File: config.mk
export PLATFORM = sky130hd
export DESIGN_NAME = cpl_be_gen
export DESIGN_NICKNAME = d
export VERILOG_FILES = /design/src/rtl/cpl_be_pkg.sv /design/src/rtl/cpl_slot_track.sv /design/src/rtl/cpl_be_calc.sv /design/src/rtl/cpl_par_gen.sv /design/src/rtl/cpl_be_gen.sv
export SDC_FILE = /design/constraint.sdc
export NUM_CORES = 1
export LEC_CHECK = 0
export BUFFER_PORTS_ARGS = -buffer_cell sky130_fd_sc_hd__buf_2
export CORE_MARGIN = 2
export CORE_UTILIZATION = 57
export DETAILED_ROUTE_END_ITERATION = 7
export GPL_TIMING_DRIVEN = 0
export MAX_ROUTING_LAYER = met4
export PLACE_DENSITY = 0.92
export RECOVER_POWER = 100
export SKIP_CTS_REPAIR_TIMING = 1
export SYNTH_ARGS = -nofsm -noshare
export SYNTH_HDL_FRONTEND = slang
export SYNTH_SLANG_ARGS = --single-unit
export TNS_END_PERCENT = 50
File: constraint.sdc
create_clock -name clk_i -period 8.1 [get_ports clk_i]
set_input_delay 1.62 -clock clk_i [delete_from_list [all_inputs] [get_ports clk_i]]
set_output_delay 1.62 -clock clk_i [all_outputs]
set_load 0.02 [all_outputs]
File: src/rtl/cpl_be_pkg.sv
package cpl_be_pkg;
  localparam int unsigned DW_BITS = 32;
  localparam int unsigned BE_W    = DW_BITS / 8;

  typedef enum logic [2:0] {
    BK_HDR,
    BK_FIRST,
    BK_MID,
    BK_LAST,
    BK_ONLY
  } beat_kind_e;
endpackage

File: src/rtl/cpl_slot_track.sv
module cpl_slot_track
  import cpl_be_pkg::*;
#(
  parameter int unsigned HDR_DW = 3
) (
  input  logic       clk_i,
  input  logic       rst_ni,
  input  logic       adv_i,
  input  logic       last_i,
  output beat_kind_e kind_o,
  output logic       first_beat_o
);
  localparam int unsigned CNT_W = $clog2(HDR_DW + 2) + 1;
  localparam logic [CNT_W-1:0] HDR_C = CNT_W'(HDR_DW);

  logic [CNT_W-1:0] slot_q;

  always_ff @(posedge clk_i or negedge rst_ni) begin
    if (!rst_ni) begin
      slot_q <= '0;
    end else if (adv_i) begin
      if (last_i)              slot_q <= '0;
      else if (slot_q <= HDR_C) slot_q <= slot_q + 1'b1; // saturate past first payload
    end
  end

  always_comb begin
    if (slot_q < HDR_C)       kind_o = BK_HDR;
    else if (slot_q == HDR_C) kind_o = last_i ? BK_ONLY : BK_FIRST;
    else                      kind_o = last_i ? BK_LAST : BK_MID;
  end

  assign first_beat_o = (slot_q == '0);
endmodule

File: src/rtl/cpl_be_calc.sv
module cpl_be_calc
  import cpl_be_pkg::*;
#(
  parameter int unsigned BC_W  = 13,
  parameter int unsigned LEN_W = 11
) (
  input  logic [1:0]       off_i,
  input  logic [BC_W-1:0]  bc_i,
  input  logic [LEN_W-1:0] len_i,
  input  beat_kind_e       kind_i,
  output logic [BE_W-1:0]  be_o
);
  localparam int unsigned S_W = ((BC_W > LEN_W + 2) ? BC_W : LEN_W + 2) + 1;

  logic [S_W-1:0]  span, cap;
  logic            partial;
  logic [1:0]      tail_n;
  logic [BE_W-1:0] first_be, last_be, tail_be;

  assign first_be = 4'hF << off_i;
  assign span     = S_W'(bc_i) + S_W'(off_i);
  assign cap      = S_W'({len_i, 2'b00});
  assign partial  = span > cap;
  assign tail_n   = bc_i[1:0] + off_i;
  assign tail_be  = (tail_n == 2'd0) ? 4'hF : (4'hF >> (3'd4 - {1'b0, tail_n}));
  assign last_be  = partial ? 4'hF : tail_be;

  always_comb begin
    unique case (kind_i)
      BK_HDR:   be_o = '0;
      BK_FIRST: be_o = first_be;
      BK_MID:   be_o = 4'hF;
      BK_LAST:  be_o = last_be;
      BK_ONLY:  be_o = first_be & last_be;
      default:  be_o = '0;
    endcase
  end
endmodule

File: src/rtl/cpl_par_gen.sv
module cpl_par_gen
  import cpl_be_pkg::*;
(
  input  logic [DW_BITS-1:0] data_i,
  output logic [BE_W-1:0]    par_o
);
  for (genvar i = 0; i < BE_W; i++) begin : g_byte
    assign par_o[i] = ~(^data_i[8*i +: 8]);
  end
endmodule

File: src/rtl/cpl_be_gen.sv
module cpl_be_gen
  import cpl_be_pkg::*;
#(
  parameter int unsigned HDR_DW = 3,
  parameter int unsigned ADDR_W = 7,
  parameter int unsigned BC_W   = 13,
  parameter int unsigned LEN_W  = 11
) (
  input  logic              clk_i,
  input  logic              rst_ni,
  input  logic              in_valid_i,
  output logic              in_ready_o,
  input  logic [31:0]       in_data_i,
  input  logic              in_last_i,
  input  logic [ADDR_W-1:0] lo_addr_i,
  input  logic [BC_W-1:0]   byte_cnt_i,
  input  logic [LEN_W-1:0]  len_dw_i,
  output logic              out_valid_o,
  input  logic              out_ready_i,
  output logic [31:0]       out_data_o,
  output logic              out_last_o,
  output logic [3:0]        out_be_o,
  output logic [3:0]        out_par_o
);
  logic             accept, first_beat;
  beat_kind_e       kind;
  logic [1:0]       off_q, off_s;
  logic [BC_W-1:0]  bc_q, bc_s;
  logic [LEN_W-1:0] len_q, len_s;
  logic [BE_W-1:0]  be_d, par_d;

  logic             vld_q, last_q;
  logic [31:0]      data_q;
  logic [BE_W-1:0]  be_q, par_q;

  assign in_ready_o = !vld_q || out_ready_i;
  assign accept     = in_valid_i && in_ready_o;

  cpl_slot_track #(.HDR_DW(HDR_DW)) u_slot (
    .clk_i       (clk_i),
    .rst_ni      (rst_ni),
    .adv_i       (accept),
    .last_i      (in_last_i),
    .kind_o      (kind),
    .first_beat_o(first_beat)
  );

  // metadata is live on the first beat, latched for the rest of the completion
  always_ff @(posedge clk_i or negedge rst_ni) begin
    if (!rst_ni) begin
      off_q <= '0;
      bc_q  <= '0;
      len_q <= '0;
    end else if (accept && first_beat) begin
      off_q <= lo_addr_i[1:0];
      bc_q  <= byte_cnt_i;
      len_q <= len_dw_i;
    end
  end

  assign off_s = first_beat ? lo_addr_i[1:0] : off_q;
  assign bc_s  = first_beat ? byte_cnt_i     : bc_q;
  assign len_s = first_beat ? len_dw_i       : len_q;

  cpl_be_calc #(.BC_W(BC_W), .LEN_W(LEN_W)) u_calc (
    .off_i (off_s),
    .bc_i  (bc_s),
    .len_i (len_s),
    .kind_i(kind),
    .be_o  (be_d)
  );

  cpl_par_gen u_par (
    .data_i(in_data_i),
    .par_o (par_d)
  );

  always_ff @(posedge clk_i or negedge rst_ni) begin
    if (!rst_ni) begin
      vld_q  <= 1'b0;
      last_q <= 1'b0;
      data_q <= '0;
      be_q   <= '0;
      par_q  <= '0;
    end else if (in_ready_o) begin
      vld_q <= in_valid_i;
      if (in_valid_i) begin
        last_q <= in_last_i;
        data_q <= in_data_i;
        be_q   <= be_d;
        par_q  <= par_d;
      end
    end
  end

  assign out_valid_o = vld_q;
  assign out_last_o  = last_q;
  assign out_data_o  = data_q;
  assign out_be_o    = be_q;
  assign out_par_o   = par_q;
endmodule

==> flow_summary_export.csv <==
group,metric,value,unit
clock_tree,clk_pin_slew_worst_paths,0.09,ns
clock_tree,h-tree-depth,3,
routing,drt-pass1-iter-count,7,
placed_design,dp_hpwl,7720,um
finish,fillCellCount,575,
finish,fin_cells,647,
floorplanning,rows,31,
clock_tree,worstSkewPairLatency,0.35,ns
sta,rsz0062_at_grt,"false",
setup_path,crit_slowest_cell,"a22oi_1",
sta,period_needed,5.07,ns
status,violations,"capacitance limit, slew limit",
sta,clock_skew,0.0119,ns
setup_path,worstReg2RegStart,"u_slot.slot_q[0]",
pwr,peakVddDrop,156,uV
placed_design,numPortBuffers,105,
pwr,power_density,337,mW/mm^2
routing,ant_nets,0,
routing,drc_errors,0,
placed_design,post-place-cells,631,
finish,num_antenna_cells,0,
setup_path,endpoint_kind,"flip-flop",
synthesis,syn_area,0.00414,sq mm
setup_path,cpMostUsedCell,"ha_1",
floorplanning,die_x,89.2,um
placed_design,gp_congestion,0.926,
grt,antenna_found_initial,0,
grt,grt_pass1_vias,3627,
worst_hold_path,min_from,"out_data_o[28]",
setup_path,path_cells,"inv_1 > ha_1 > or3b_1 > clkbuf_1 > clkbuf_1 > nand2_1 > nand2_1 > ha_1 > maj3_1 > a22oi_1 > nor2b_1 > xnor2_1 > ha_1 > a21oi_1 > nor2_1 > a2111o_1 > o221ai_1 > a31oi_1",
synthesis,synth_top_cell_area_share,43.5,%
setup_path,worst_setup_path_start_kind,"flip-flop",
sta,fmax,197,MHz
routing,wl_per_cell,16.0,um
synthesis,synth-seq-area-share,43.5,%
finish,area_delta_synth_final,19.1,%
status,status,"finished, violations left",
sta,worstMarginPinSlew,3.80,ns
synthesis,netlist_instances,427,
setup_path,critical_path.max_fanout,10,
setup_path,required,8.30,ns
setup_path,slowest_delay,0.52,ns
clock_tree,clock-root-buffer,"clkbuf_8",
job,drv_cap,1,
finish,design_area,0.00493,sq mm
floorplanning,num_io_pins,111,
placed_design,dpl_cell_area,0.00479,sq mm
sta,fin_setup_tns,0,ns
routing,via_per_inst,5.67,
setup_path,cp-startpoint,"u_slot.slot_q[0]",
clock_tree,cts_num_sinks,72,
routing,drt_iter0_markers,261,
setup_path,r2r.worst_path.cells,18,
setup_path,path_class,"reg -> reg",
synthesis,synth_most_common_cell,"nand2_1",
sta,layout_worst_path_cycle_share,62.6,%
setup_path,r2r-end,"out_be_o[1]",
floorplanning,dieArea,0.00796,sq mm
grt,grtUsageTotal,27.6,%
floorplanning,core-area,0.00714,sq mm
synthesis,synth_edf_count,0,
sta,finalHoldViolations,0,
sta,slew_violations,73,
synthesis,ys_types,43,
worst_hold_path,whs_endpoint,"out_data_o[28]",
setup_path,ff2ff_setup_slack,3.03,ns
grt,grt_overflow,0,
worst_hold_path,hold_class,"reg -> reg",
floorplanning,die_h,89.2,um
synthesis,async_reset_ff_share,100,%
sta,slew_headroom,-153,%
grt,grt_pass1_wl,16300,um
worst_hold_path,holdPathStages,2,
routing,vias,3670,
finish,nets,631,
synthesis,ys_warn_count,0,
finish,drive_gt1_share,19.9,%
clock_tree,clock_path_buffers,2,
finish,final_util,69.1,%
setup_path,arrival,5.27,ns
synthesis,synth_area_leaders,"dfrtp_1 44%, nand2_1 12%, mux2_2 7.1%, xnor2_1 6.6%, ha_1 6.0%",
floorplanning,start_util,58.0,%
synthesis,syn_area_per_cell,9.70,sq um
pwr,p_leak,2.35,nW
grt,grt_max_degree,73,
clock_tree,cts_tree,"built",
clock_tree,numCtsBuffers,9,
synthesis,synthFlopType,"dfrtp_1",
routing,wl,10400,um
synthesis,synth.ff_latch_count,72,
synthesis,synth_top_area_cell,"dfrtp_1",
synthesis,synth_top_cells_by_count,"127 x nand2_1, 72 x dfrtp_1, 31 x xnor2_1",
synthesis,syn_nets,515,
sta,finalSetupViolCount,0,
==> state kept, by name, indices dropped and copies added (netlist names) <==
signal / flops
bc_q: 13
len_q: 11
off_q: 2
out_be_o: 4
out_data_o: 32
out_last_o: 1
out_par_o: 4
out_valid_o: 1
u_slot.slot_q: 4
==> where the power goes <==
part / total [mW] / switching, mW / internal [mW]
Combinational: 0.814 / 0.468 / 0.346
Sequential: 0.547 / 0.0791 / 0.468
Clock: 0.301 / 0.147 / 0.154
Total: 1.66 / 0.694 / 0.968
==> metrics by stage <==
step / setup slack (ns) / power, mW / hold WS, ns
after floorplan: 3.91 / 1.13 / 0.479
after global placement: 3.34 / 1.31 / 0.453
after detailed placement: 3.18 / 1.36 / 0.458
after CTS: 3.30 / 1.67 / 0.479
after global routing: 2.61 / 1.77 / 0.503
final: 3.03 / 1.66 / 0.481
==> worst max path at each step <==
stage / end / cells past startpoint
final: out_be_o[1] / 18
after detailed placement: out_be_o[1] / 14
after global routing: bc_q[11] / 1
after global placement: out_be_o[2] / 14
after floorplan: out_be_o[1] / 13
after CTS: out_be_o[1] / 18
==> critical path, delay by kind of cell (launching register included) <==
kind / cells / cell delay (ns)
adder cells (fa/ha/maj): 4 / 1.04
buffers and inverters: 3 / 0.76
AND/OR/NAND/NOR: 5 / 0.82
XOR/XNOR: 1 / 0.25
AO/OA/AOI/OAI: 5 / 1.61
flip-flops: 1 / 0.43
==> cells in the final DEF (no fill, tap or decap), types with 10 or more instances in the layout <==
cell | synthesis | final
clkbuf_1 | 8 | 60
mux2i_1 | 24 | 24
o21ai_0 | 11 | 11
nor2_1 | 12 | 12
nand2_1 | 127 | 127
clkbuf_8 | 0 | 10
buf_2 | 6 | 65
ha_1 | 20 | 20
dfrtp_1 | 72 | 72
mux2_2 | 26 | 26
xor2_1 | 15 | 15
xnor2_1 | 31 | 31
==> metal layers <==
layer  vias up  global-route usage [%]  part of all wire [%]
met5         -                       -                     0
met4         0                    10.2                   2.4
met3        28                    7.02                   7.9
met2       178                    46.7                    50
met1      1779                    31.6                    40
li1       1685                       -                     -
==> final cells by class <==
class / instances / area (sq um) / area share (%)
inverter: 7 / 26.3 / 0.533
multi-input combinational: 329 / 2230 / 45.2
clock inverter: 5 / 65.1 / 1.32
buffer: 19 / 76.3 / 1.55
clock buffer: 11 / 141 / 2.87
sequential: 72 / 1800 / 36.5
tap: 99 / 124 / 2.51
timing repair buffer: 105 / 470 / 9.54
==> cell families (layout without fill, tap and decap cells) <==
kind of cell,count (synthesis),count (layout),share of synthesized area [%]
adder cells (fa/ha/maj),21,21,6.28
XOR/XNOR,46,46,9.73
flip-flops,72,72,43.5
AND/OR/NAND/NOR,165,165,16.8
multiplexers,51,51,13.4
AO/OA/AOI/OAI,46,46,7.52
buffers and inverters,26,147,2.72
Note: power is estimated with default switching activity, not from simulation.
